<file path="src/rtl/adcSeqPkg.sv">
package adcSeqPkg;
  localparam logic [1:0] ADDR_CTRL   = 2'd0;
  localparam logic [1:0] ADDR_RANGE  = 2'd1;
  localparam logic [1:0] ADDR_DATA   = 2'd2;
  localparam logic [1:0] ADDR_STATUS = 2'd3;

  typedef enum logic [1:0] {
    PH_IDLE    = 2'd0,
    PH_SAMPLE  = 2'd1,
    PH_CONVERT = 2'd2
  } phase_t;

  // strobes from the sequencer to the datapath
  typedef struct packed {
    logic sampleLast; // final sampling cycle: clear the trial code
    logic convStep;   // one bit is decided this cycle
    logic commit;     // last bit decided and not aborted
  } seqStrobe_t;
endpackage

</file>
<file path="src/rtl/adcSeqCtrl.sv">
module adcSeqCtrl
  import adcSeqPkg::*;
#(
  parameter int RES_BITS    = 10,
  parameter int CH_W        = 3,
  parameter int NUM_HW_TRIG = 3,
  localparam int TSEL_W     = $clog2(NUM_HW_TRIG + 1),
  localparam int CFG_W      = 5 + TSEL_W,
  localparam int IDX_W      = $clog2(RES_BITS),
  localparam int CNT_W      = $clog2(RES_BITS + 10)
) (
  input  logic                   clk,
  input  logic                   rstN,
  input  logic                   wrCtrl,
  input  logic                   wrRange,
  input  logic [CFG_W-1:0]       cfgWData,
  input  logic [2*CH_W-1:0]      rangeWData,
  input  logic [NUM_HW_TRIG-1:0] hwTrig,
  output logic                   cfgEnable,
  output logic                   cfgMode,
  output logic [TSEL_W-1:0]      cfgTrigSel,
  output logic [1:0]             cfgSampleTime,
  output logic [CH_W-1:0]        cfgStartCh,
  output logic [CH_W-1:0]        cfgEndCh,
  output logic                   busy,
  output logic [CH_W-1:0]        muxSel,
  output logic [IDX_W-1:0]       bitIdx,
  output seqStrobe_t             strobes
);
  phase_t           phase;
  logic [CNT_W-1:0] cnt;
  logic [CH_W-1:0]  chan;
  logic [CNT_W-1:0] lastSample;
  logic [NUM_HW_TRIG:0] trigVec;
  logic trigHit, abortReq, lastBit;

  // window length 2*code+3, last count value 2*code+2
  assign lastSample = CNT_W'({cfgSampleTime, 1'b1}) + CNT_W'(1);
  assign trigVec    = {hwTrig, wrCtrl & cfgWData[1]};
  assign trigHit    = trigVec[cfgTrigSel];
  assign busy       = (phase != PH_IDLE);
  assign abortReq   = wrCtrl && busy && !(cfgWData[0] && cfgWData[1]);
  assign lastBit    = (phase == PH_CONVERT) && (cnt == '0);

  always_comb begin
    strobes.sampleLast = (phase == PH_SAMPLE) && (cnt == lastSample);
    strobes.convStep   = (phase == PH_CONVERT);
    strobes.commit     = lastBit && !abortReq;
  end

  assign muxSel = chan;
  assign bitIdx = cnt[IDX_W-1:0];

  always_ff @(posedge clk) begin
    if (!rstN) begin
      phase <= PH_IDLE;
      cnt   <= '0;
      chan  <= '0;
    end else if (abortReq) begin
      phase <= PH_IDLE;
    end else begin
      unique case (phase)
        PH_IDLE: if (cfgEnable && trigHit) begin
          phase <= PH_SAMPLE;
          cnt   <= '0;
          chan  <= cfgStartCh;
        end
        PH_SAMPLE: if (strobes.sampleLast) begin
          phase <= PH_CONVERT;
          cnt   <= CNT_W'(RES_BITS - 1);
        end else begin
          cnt <= cnt + 1'b1;
        end
        PH_CONVERT: if (lastBit) begin
          cnt <= '0;
          if (chan != cfgEndCh) begin
            chan  <= chan + 1'b1;
            phase <= PH_SAMPLE;
          end else if (cfgMode) begin
            chan  <= cfgStartCh;
            phase <= PH_SAMPLE;
          end else begin
            phase <= PH_IDLE;
          end
        end else begin
          cnt <= cnt - 1'b1;
        end
        default: phase <= PH_IDLE;
      endcase
    end
  end

  // configuration fields
  always_ff @(posedge clk) begin
    if (!rstN) begin
      cfgEnable     <= 1'b0;
      cfgMode       <= 1'b0;
      cfgTrigSel    <= '0;
      cfgSampleTime <= 2'b11;
      cfgStartCh    <= '0;
      cfgEndCh      <= '0;
    end else begin
      if (wrCtrl) begin
        cfgEnable     <= cfgWData[0];
        cfgMode       <= cfgWData[2];
        cfgTrigSel    <= cfgWData[3 +: TSEL_W];
        cfgSampleTime <= cfgWData[3 + TSEL_W +: 2];
      end
      if (wrRange) begin
        cfgStartCh <= rangeWData[CH_W-1:0];
        cfgEndCh   <= rangeWData[2*CH_W-1:CH_W];
      end
    end
  end
endmodule

</file>
<file path="src/rtl/adcSeqDatapath.sv">
module adcSeqDatapath
  import adcSeqPkg::*;
#(
  parameter int RES_BITS = 10,
  localparam int IDX_W   = $clog2(RES_BITS)
) (
  input  logic                clk,
  input  logic                rstN,
  input  seqStrobe_t          strobes,
  input  logic [IDX_W-1:0]    bitIdx,
  input  logic                compIn,
  input  logic                rdData,
  input  logic                clrOvr,
  output logic [RES_BITS-1:0] sarCode,
  output logic [RES_BITS-1:0] resultReg,
  output logic                doneFlag,
  output logic                ovrFlag,
  output logic                irq
);
  logic [RES_BITS-1:0] code, trialBit, trial, codeNext;

  assign trialBit = RES_BITS'(1) << bitIdx;
  assign trial    = code | trialBit;
  assign codeNext = compIn ? trial : code;
  assign sarCode  = strobes.convStep ? trial : '0;

  always_ff @(posedge clk) begin
    if (!rstN) begin
      code      <= '0;
      resultReg <= '0;
      doneFlag  <= 1'b0;
      ovrFlag   <= 1'b0;
      irq       <= 1'b0;
    end else begin
      irq <= strobes.commit;
      if (strobes.sampleLast) code <= '0;
      else if (strobes.convStep) code <= codeNext;

      if (strobes.commit) begin
        resultReg <= codeNext;
        doneFlag  <= 1'b1;
      end else if (rdData) begin
        doneFlag  <= 1'b0;
      end

      if (strobes.commit && doneFlag && !rdData) ovrFlag <= 1'b1;
      else if (clrOvr) ovrFlag <= 1'b0;
    end
  end
endmodule

</file>
<file path="src/rtl/adcSeq.sv">
module adcSeq
  import adcSeqPkg::*;
#(
  parameter int RES_BITS    = 10,
  parameter int CH_W        = 3,
  parameter int NUM_HW_TRIG = 3,
  parameter int DATA_W      = 16,
  localparam int TSEL_W     = $clog2(NUM_HW_TRIG + 1),
  localparam int CFG_W      = 5 + TSEL_W,
  localparam int IDX_W      = $clog2(RES_BITS)
) (
  input  logic                   clk,
  input  logic                   rstN,
  input  logic [1:0]             busAddr,
  input  logic                   busWrite,
  input  logic                   busRead,
  input  logic [DATA_W-1:0]      busWData,
  output logic [DATA_W-1:0]      busRData,
  input  logic [NUM_HW_TRIG-1:0] hwTrig,
  input  logic                   compIn,
  output logic [CH_W-1:0]        muxSel,
  output logic                   sampling,
  output logic [RES_BITS-1:0]    sarCode,
  output logic                   irq
);
  seqStrobe_t          strobes;
  logic                cfgEnable, cfgMode, busy, doneFlag, ovrFlag, converting;
  logic [TSEL_W-1:0]   cfgTrigSel;
  logic [1:0]          cfgSampleTime;
  logic [CH_W-1:0]     cfgStartCh, cfgEndCh;
  logic [IDX_W-1:0]    bitIdx;
  logic [RES_BITS-1:0] resultReg;
  logic                wrCtrl, wrRange, rdData, clrOvr;
  logic                unusedWData;

  assign wrCtrl      = busWrite && (busAddr == ADDR_CTRL);
  assign wrRange     = busWrite && (busAddr == ADDR_RANGE);
  assign rdData      = busRead  && (busAddr == ADDR_DATA);
  assign clrOvr      = busWrite && (busAddr == ADDR_STATUS) && busWData[1];
  assign unusedWData = ^busWData[DATA_W-1:CFG_W];
  assign sampling    = strobes.sampleLast | (busy & ~strobes.convStep);
  assign converting  = strobes.convStep;

  adcSeqCtrl #(.RES_BITS(RES_BITS), .CH_W(CH_W), .NUM_HW_TRIG(NUM_HW_TRIG)) u_ctrl (
    .clk, .rstN, .wrCtrl, .wrRange,
    .cfgWData(busWData[CFG_W-1:0]), .rangeWData(busWData[2*CH_W-1:0]),
    .hwTrig, .cfgEnable, .cfgMode, .cfgTrigSel, .cfgSampleTime,
    .cfgStartCh, .cfgEndCh, .busy, .muxSel, .bitIdx, .strobes
  );

  adcSeqDatapath #(.RES_BITS(RES_BITS)) u_dp (
    .clk, .rstN, .strobes, .bitIdx, .compIn, .rdData, .clrOvr,
    .sarCode, .resultReg, .doneFlag, .ovrFlag, .irq
  );

  always_comb begin
    unique case (busAddr)
      ADDR_CTRL:   busRData = DATA_W'({cfgSampleTime, cfgTrigSel, cfgMode, busy, cfgEnable});
      ADDR_RANGE:  busRData = DATA_W'({cfgEndCh, cfgStartCh});
      ADDR_DATA:   busRData = DATA_W'(resultReg);
      default:     busRData = DATA_W'({ovrFlag, doneFlag});
    endcase
  end
endmodule

</file>
<file path="config.mk">
export PLATFORM = sky130hd
export DESIGN_NAME = adcSeq
export DESIGN_NICKNAME = d
export VERILOG_FILES = /design/src/rtl/adcSeqPkg.sv /design/src/rtl/adcSeqCtrl.sv /design/src/rtl/adcSeqDatapath.sv /design/src/rtl/adcSeq.sv
export SDC_FILE = /design/constraint.sdc
export NUM_CORES = 1
export LEC_CHECK = 0
export BUFFER_PORTS_ARGS = -buffer_cell sky130_fd_sc_hd__buf_4
export CORE_MARGIN = 5
export CORE_UTILIZATION = 42
export CTS_CLUSTER_SIZE = 24
export DETAILED_ROUTE_END_ITERATION = 8
export SYNTH_ARGS = -nofsm -noshare
export SYNTH_HDL_FRONTEND = slang
export SYNTH_HIERARCHICAL = 1
export SYNTH_SLANG_ARGS = --single-unit
</file>
<file path="constraint.sdc">
create_clock -name clk -period 5.7 [get_ports clk]
set_input_delay 0 -clock clk [delete_from_list [all_inputs] [get_ports clk]]
set_output_delay 0 -clock clk [all_outputs]
set_load 0.01 [all_outputs]
</file>
After elaboration in Yosys (flattened, before gate mapping)
Index checks and enable logic that the tools add are counted.

cells by class
  bitwise logic cells = 7
  reductions and logical operators = 30
  magnitude comparators = 1
  add/subtract/negate cells = 4
  multiplexer cells = 24
  equal/unequal tests = 11
  shift-type cells = 1

operators with widths
  operator              number
  $pmux 10 s3           1
  $mux 10               2
  $mux 5                3
  $pmux 5 s3            1
  $logic_and 1x1->1     14
  $mux 3                4
  $or 10x10->10         1
  $shl 1x4->10 const A  1
  $mux 2                4
  $reduce_bool 2->1     4
  $eq 2x2->1 const B    3
  $mux 1                6
  $pmux 2 s3            1
  $pmux 3 s2            1
  $reduce_and 3->1      2
  $add 5x1->5 const B   1
  $eq 5x5->1            1
  $logic_not 5->1       1
  $reduce_and 5->1      1
  $sub 5x1->5 const B   1
  $add 3x1->4 const B   1
  $eq 2x1->1 const B    2
  $logic_not 2->1       2
  $ne 2x1->1 const B    2
  12 further kinds      18

word-level totals
  input bits = 26
  word-level logic and storage cells = 92
  register bits = 45
  output and inout port bits = 31

Logic depth before layout (Yosys ltp)
Gate-level depths: netlist (run 1).

  depth in word-level cells = 9
  mapped depth = 10
  mapped depth without buffers = 8

By module
The synthesis (run 1) kept the hierarchy.

modules (own cells, without submodules)
  module          area each (um2)  seq. area each (um2)  cells an instance  instances
  adcSeqCtrl      1406.3           440.4                 164                1
  adcSeqDatapath  1152.4           460.4                 120                1
  adcSeq          275.3            0.0                   32                 1

Worst setup path after synthesis (run 1)
OpenSTA, ideal clock, no wires.

  path kind = register -> register
  start = reg u_ctrl.phase[0]
  end = reg u_dp.resultReg[5]
  library setup time = 117 ps
  data arrival time = 1868 ps
  slack = 3715 ps
  stages on the path, launching flop included = 9
  path buffers = 2
  clock period less this slack = 1985 ps
  required time = 5583 ps
  cell sequence = dfxtp_1 -> inv_1 -> ha_1 -> buf_4 -> nand2_1 -> and2b_2 -> buf_4 -> mux2_2 -> a22o_1

RTL lines
  item                    line                  source
  from (decl)             adcSeqCtrl.sv:30      phase_t phase;
  from (signal assigned)  adcSeqCtrl.sv:56      phase <= PH_IDLE;
  from (signal assigned)  adcSeqCtrl.sv:60      phase <= PH_IDLE;
  from (signal assigned)  adcSeqCtrl.sv:64      phase <= PH_SAMPLE;
  to (signal assigned)    adcSeqDatapath.sv:40  resultReg <= codeNext;
  to (decl)               adcSeqDatapath.sv:15  output logic [RES_BITS-1:0] resultReg,

==> results of run 1 <==
## sequential cells by signal (all words and copies together), names as in the netlist
name / cells
u_ctrl/cfgSampleTime: 2
u_ctrl/cfgTrigSel: 2
u_dp/irq: 1
u_dp/ovrFlag: 1
u_ctrl/cfgStartCh: 3
u_ctrl/cfgEndCh: 3
u_dp/doneFlag: 1
u_ctrl/cnt: 5
u_dp/resultReg: 10
u_ctrl/cfgEnable: 1
u_dp/code: 10
u_ctrl/cfgMode: 1
u_ctrl/phase: 2
u_ctrl/muxSel: 3
## stage by stage
step                hold slack, ns  cell area, um2  total power [mW]  instances
floorplan                    0.126            2850             0.513        321
global placement             0.237            3040             0.567        412
detailed placement           0.243            3040             0.569        412
CTS                         0.0102            3230             0.800        429
global route                0.0228            3230             0.840        429
finish                      0.0195            3230             0.790        429
## cells in the mapped netlist, types with 3 or more instances
master,n
o21ai_1,4
nor3_1,7
a22o_1,4
and2_1,5
mux2i_1,22
a21oi_1,14
dfxtp_1,45
o21a_1,11
o21ai_0,16
o2bb2ai_1,4
inv_1,12
nand3_1,6
o22ai_1,3
nand2b_1,3
buf_2,5
nand2_1,22
buf_4,18
o31ai_2,3
clkbuf_1,3
ha_1,8
nor2b_1,5
o211ai_1,4
buf_6,4
xor2_1,5
or3_1,4
nor2_1,25
a31oi_1,4
mux2_2,7
## report_power, final
group | internal, mW | switching, mW | leakage, nW
combinational | 0.0884 | 0.122 | 0.909
clock | 0.0928 | 0.131 | 0.0511
sequential | 0.338 | 0.0182 | 0.364
total | 0.519 | 0.271 | 1.32
## final timing paths
path / endpoint / slack, ns / start / cells after the start
min: u_dp/code[8] / 0.02 / compIn / 3
max: u_dp/resultReg[5] / 3.01 / u_ctrl/cnt[1] / 7
min reg2reg: u_dp/code[6] / 0.48 / u_dp/code[6] / 2
max reg2reg: u_dp/resultReg[5] / 3.01 / u_ctrl/cnt[1] / 7
## per-layer routing
layer	global-route usage [%]	share of wire [%]
met1	21.6	48
met2	26.2	48
met3	3.20	2.2
met4	4.95	1.4
met5	0	0
## worst max-delay path, delay by kind of cell (launching register included)
kind / cells / cell delay (ns)
AOI/OAI and AO/OA: 1 / 0.22
and+or+nand+nor: 3 / 0.91
DFF: 1 / 0.58
buffers and inverters: 1 / 0.24
muxes: 1 / 0.38
adders and majority gates: 1 / 0.26
## cells by family after synthesis
family / count (synthesis) / share of synthesized area, %
other cells: 1 / 0.132
fa+ha+maj: 8 / 3.53
buf+inv: 43 / 9.49
flops: 45 / 31.8
xor+xnor: 7 / 2.16
compound gates: 79 / 19.1
mux: 31 / 12.1
simple gates: 102 / 21.6
## final cells by class
cell class	count	area, um2	area share [%]
Multi-Input combinational cell	233	1680	52.1
Sequential cell	45	901	27.9
Timing Repair Buffer	51	405	12.5
Tap cell	80	100	3.10
Clock buffer	5	68.8	2.13
Inverter	12	45.0	1.39
Clock inverter	3	28.8	0.890
## timing repair
action	CTS	global route
hold buffers	9	0
endpoints found under the hold margin	12	0
gates resized for setup	0	0
buffers inserted	0	0
==> impl_metrics.ini, run 1 <==
[global_routing]
overflow = 0
grt_max_degree = 28
grt_pass1_vias = 2264
grt_pass1_wl_um = 11100
antenna_found_initial = 0
groute.usage.overall_pct = 16.2

[setup_path]
worstPathRequired_ns = 5.91
setup.worst_path.start_class = flip-flop
crit_slowest_cell = dfxtp_1
critPathKind = reg -> reg
endpoint_kind = flip-flop
crit_chain = inv_1, ha_1, nor4b_4, nand2_1, and2b_2, mux2_2, a22o_1
crit_fanout = 19
max_stage_delay_ns = 0.58
arrival_ns = 2.90

[final_layout]
diodes = 0
n_fill_cell = 652
final_cell_mix = 45 x dfxtp_1, 42 x buf_4, 25 x nor2_1
drive_above_1_share_pct = 20.3
syn_to_final_growth_pct = 14.0
final_common_cell = dfxtp_1
utilization_pct = 48.4
layout.nets = 382

[yosys]
yosysSeqAreaShare_pct = 31.8
synth_area_per_cell_um2 = 8.97
synth_area_leaders = dfxtp_1 32%, mux2i_1 7.8%, buf_4 4.8%
yosys_register_bits = 45
netlist_instances = 316
synth_top_area_share_pct = 31.8
synth.distinct_cells = 61
ys_warn_count = 6
synth_edf_count = 0
netlist_area_um2 = 2830
synth_top_area_cell = dfxtp_1
synth_ff_type = dfxtp_1
async_reset_ff_share_pct = 0

[floorplan]
die_y_um = 92.1
die-area_um2 = 8490
core_um2 = 6680
rows = 30
die_x_um = 92.1
start_util_pct = 42.4
boundaryPins = 57

[sta]
timing.final.crit_period_ns = 2.69
timing.final.ws_setup_ns = 3.01
setup_tns_ns = 0
finalClockSkew_ns = 0.00371
maxSlewViolCount = 0
hold_viol_final = 0
relSlewSlack_pct = 35.0
fin_crit_sh_pct = 47.2
worst_slew_pin_slew_ns = 0.975
rsz0062_at_grt = no
setup_viol = 0
fmax_ghz = 0.372

[power_and_ir_drop]
powerDensity_nw_per_um2 = 245
p_leak_nw = 1.32
ir_drop_mv = 0.152

[drt]
drc = 0
routedWlPerCell_um = 15.8
drt-pass1-iter-count = 4
num_vias = 2349
totalWireLength_um = 6800
ant_nets = 0
drt_iter0_drc = 88
drt-vias-per-instance = 5.48

[clock_tree]
cts_num_sinks = 45
h-tree-depth = 2
clkLatencyLatePin_ns = 0.31
cts_buffer_depth = 2
numCtsBuffers = 5
cts_tree = yes
cts_root_buffer = clkbuf_8
path_clk_slew_ns = 0.10

[place]
dp_slack_ns = 3.04
place.gp.congestion = 0.787
dp_hpwl_um = 4870
portBuffers = 41

[flow_run]
max-cap-violations = 0

[min_path]
hp-class = in -> reg

[run_status]
status = finished, final reports clean
Power figures use the tool's default switching activity.
==> inputs of run 2 (changes only) <==
Settings changed: ABC_AREA from default to 1.
Clock period 5.7 ns to 2.8 ns, I/O delays scaled along.
==> run 2 against run 1 <==
Against the previous run:
- sequential share of layout area fell by 0.34 points
- synthesized cell count rose by 36%
- highest routed layer unchanged
- largest power group is now combinational cells
- sequential power rose to 2.5 times the previous value
- critical endpoint is now u_dp/resultReg[8]
==> impl_metrics.ini, run 2 <==
[global_routing]
met1_usage_pct = 25.4
overflow = 0
busiest_layer = met2
grt_max_degree = 31
groute.usage.overall_pct = 17.3
grtUsageMet2_pct = 25.9
antenna_found_initial = 0
grtUsageMet3_pct = 3.68
grt_pass1_wl_um = 11900
grt_pass1_vias = 2378

[yosys]
netlist_instances = 430
synth.distinct_cells = 32
synth_area_per_cell_um2 = 6.51
synth_ff_type = dfxtp_1
synth_edf_count = 0
synthTopCellsByCount = 107 x nand2_1, 50 x inv_1, 45 x dfxtp_1
synth_top_area_cell = dfxtp_1
ys_warn_count = 6
synth_area_leaders = dfxtp_1 32%, nand2_1 14%, inv_1 6.7%
synth_most_common_cell = nand2_1
netlist_area_um2 = 2800
async_reset_ff_share_pct = 0
synth_top_area_share_pct = 32.2
yosysSeqAreaShare_pct = 32.2
yosys_register_bits = 45

[floorplan]
rows = 29
die_y_um = 91.7
core_um2 = 6420
boundaryPins = 57
die_x_um = 91.7
die-area_um2 = 8400
start_util_pct = 43.6

[drt]
num_vias = 2765
drt-vias-per-instance = 5.03
drc = 0
routedWlPerCell_um = 12.9
drt_iter0_drc = 252
totalWireLength_um = 7090
ant_nets = 0
drt-pass1-iter-count = 5

[sta]
setup_tns_ns = 0
fin_crit_sh_pct = 78.2
timing.final.crit_period_ns = 2.19
relSlewSlack_pct = 49.1
maxSlewViolCount = 0
rsz0062_at_grt = no
finalClockSkew_ns = 0.00925
fmax_ghz = 0.457
setup_viol = 0
timing.final.ws_setup_ns = 0.611
hold_viol_final = 0
worst_slew_pin_slew_ns = 0.757

[power_and_ir_drop]
seqPwrFrac_pct = 33.7
powerDensity_nw_per_um2 = 811
p_leak_nw = 1.53
swShare_pct = 46.7
ir_drop_mv = 0.632
switchingPower_mw = 1.24
power_frac_clock_pct = 16.0
internal-power_mw = 1.41
p_comb_share_pct = 50.4

[clock_tree]
path_clk_slew_ns = 0.10
cts_setup_buffers = 0
cts_buffer_depth = 2
h-tree-depth = 2
cts_num_sinks = 45
numCtsBuffers = 5
cts_root_buffer = clkbuf_8
cts_tree = yes
clkLatencyLatePin_ns = 0.30

[final_layout]
diodes = 0
drive_above_1_share_pct = 18.2
largest_registers = u_dp/code (10), u_dp/resultReg (10), u_ctrl/cnt (5)
final_cell_mix = 107 x nand2_1, 50 x inv_1, 45 x dfxtp_1
layout.nets = 506
final_common_cell = nand2_1
syn_to_final_growth_pct = 16.8

[place]
dp_slack_ns = 0.361
dp_hpwl_um = 5260
portBuffers = 41
place.gp.congestion = 0.865

[flow_run]
max-cap-violations = 0

[setup_path]
endpoint_kind = flip-flop
arrival_ns = 2.43
worstPathRequired_ns = 3.04
setup.worst_path.start_class = flip-flop
critPathKind = reg -> reg
crit_fanout = 21

[min_path]
hp-class = in -> reg

[run_status]
status = finished, final reports clean
-- run 2: cell families after synthesis --
kind of cell | after synthesis | share of synthesized area [%]
AO/OA/AOI/OAI | 68 | 12.6
other | 1 | 0.134
XOR/XNOR | 5 | 1.56
buffers and inverters | 82 | 13.5
adder cells (fa/ha/maj) | 8 | 3.57
AND/OR/NAND/NOR | 221 | 36.5
flip-flops | 45 | 32.2
-- run 2: what timing repair did --
action	4_1_cts	5_1_grt
setup endpoints to repair	0	10
resized for setup	0	1
endpoints found under the hold margin	12	0
hold buffers	8	0
-- run 2: path summary, 6_finish.rpt --
path	startpoint	endpoint	slack, ns	cells after the start
min reg2reg	u_dp/code[9]	u_dp/code[9]	0.48	2
max	u_ctrl/phase[1]	u_dp/resultReg[8]	0.61	8
max reg2reg	u_ctrl/phase[1]	u_dp/resultReg[8]	0.61	8
min	rstN	u_ctrl/cfgSampleTime[0]	0.05	2
-- run 2: area by class of cell --
cell class | count | area (um2)
Inverter | 62 | 238
Tap cell | 77 | 96.3
Clock inverter | 3 | 21.3
Clock buffer | 5 | 68.8
Timing Repair Buffer | 50 | 395
Multi-Input combinational cell | 308 | 1550
Sequential cell | 45 | 901
Fill cell | 661 | 3150
-- run 2: power by group through the flow --
stage | registers, mW | clock network, mW | logic (mW)
2_1_floorplan | 0.851 | 0 | 1.06
3_3_place_gp | 0.906 | 0 | 1.30
3_5_place_dp | 0.910 | 0 | 1.31
4_1_cts | 0.895 | 0.439 | 1.32
5_1_grt | 0.917 | 0.470 | 1.52
6_report | 0.893 | 0.423 | 1.34
-- run 2: per-stage QoR --
step                      utilization [%]  std cells  total power [mW]  area, um2  hold slack (ns)
final                                50.9        550              2.65       3270           0.0545
after global routing                 50.9        550              2.91       3270           0.0636
after CTS                            50.8        550              2.66       3270           0.0420
after detailed placement             48.2        534              2.22       3100            0.235
after global placement               48.2        534              2.20       3100            0.235
after floorplan                         -        435              1.91       2820            0.122
-- run 2: worst max-delay path, cell delays in order, from the launching register on --
cell and delay [ns]:
dfxtp_1 0.34, inv_1 0.10, ha_1 0.23, inv_1 0.11
nand3_1 0.21, inv_1 0.13, nor3_4 0.63, o21ai_0 0.22
a31oi_1 0.16
-- run 2: per-layer routing --
metal	share of wire, %	wire length [um]
met5	0	0
met4	0.63	45
met3	5.2	366
met2	45	3180
met1	49	3500
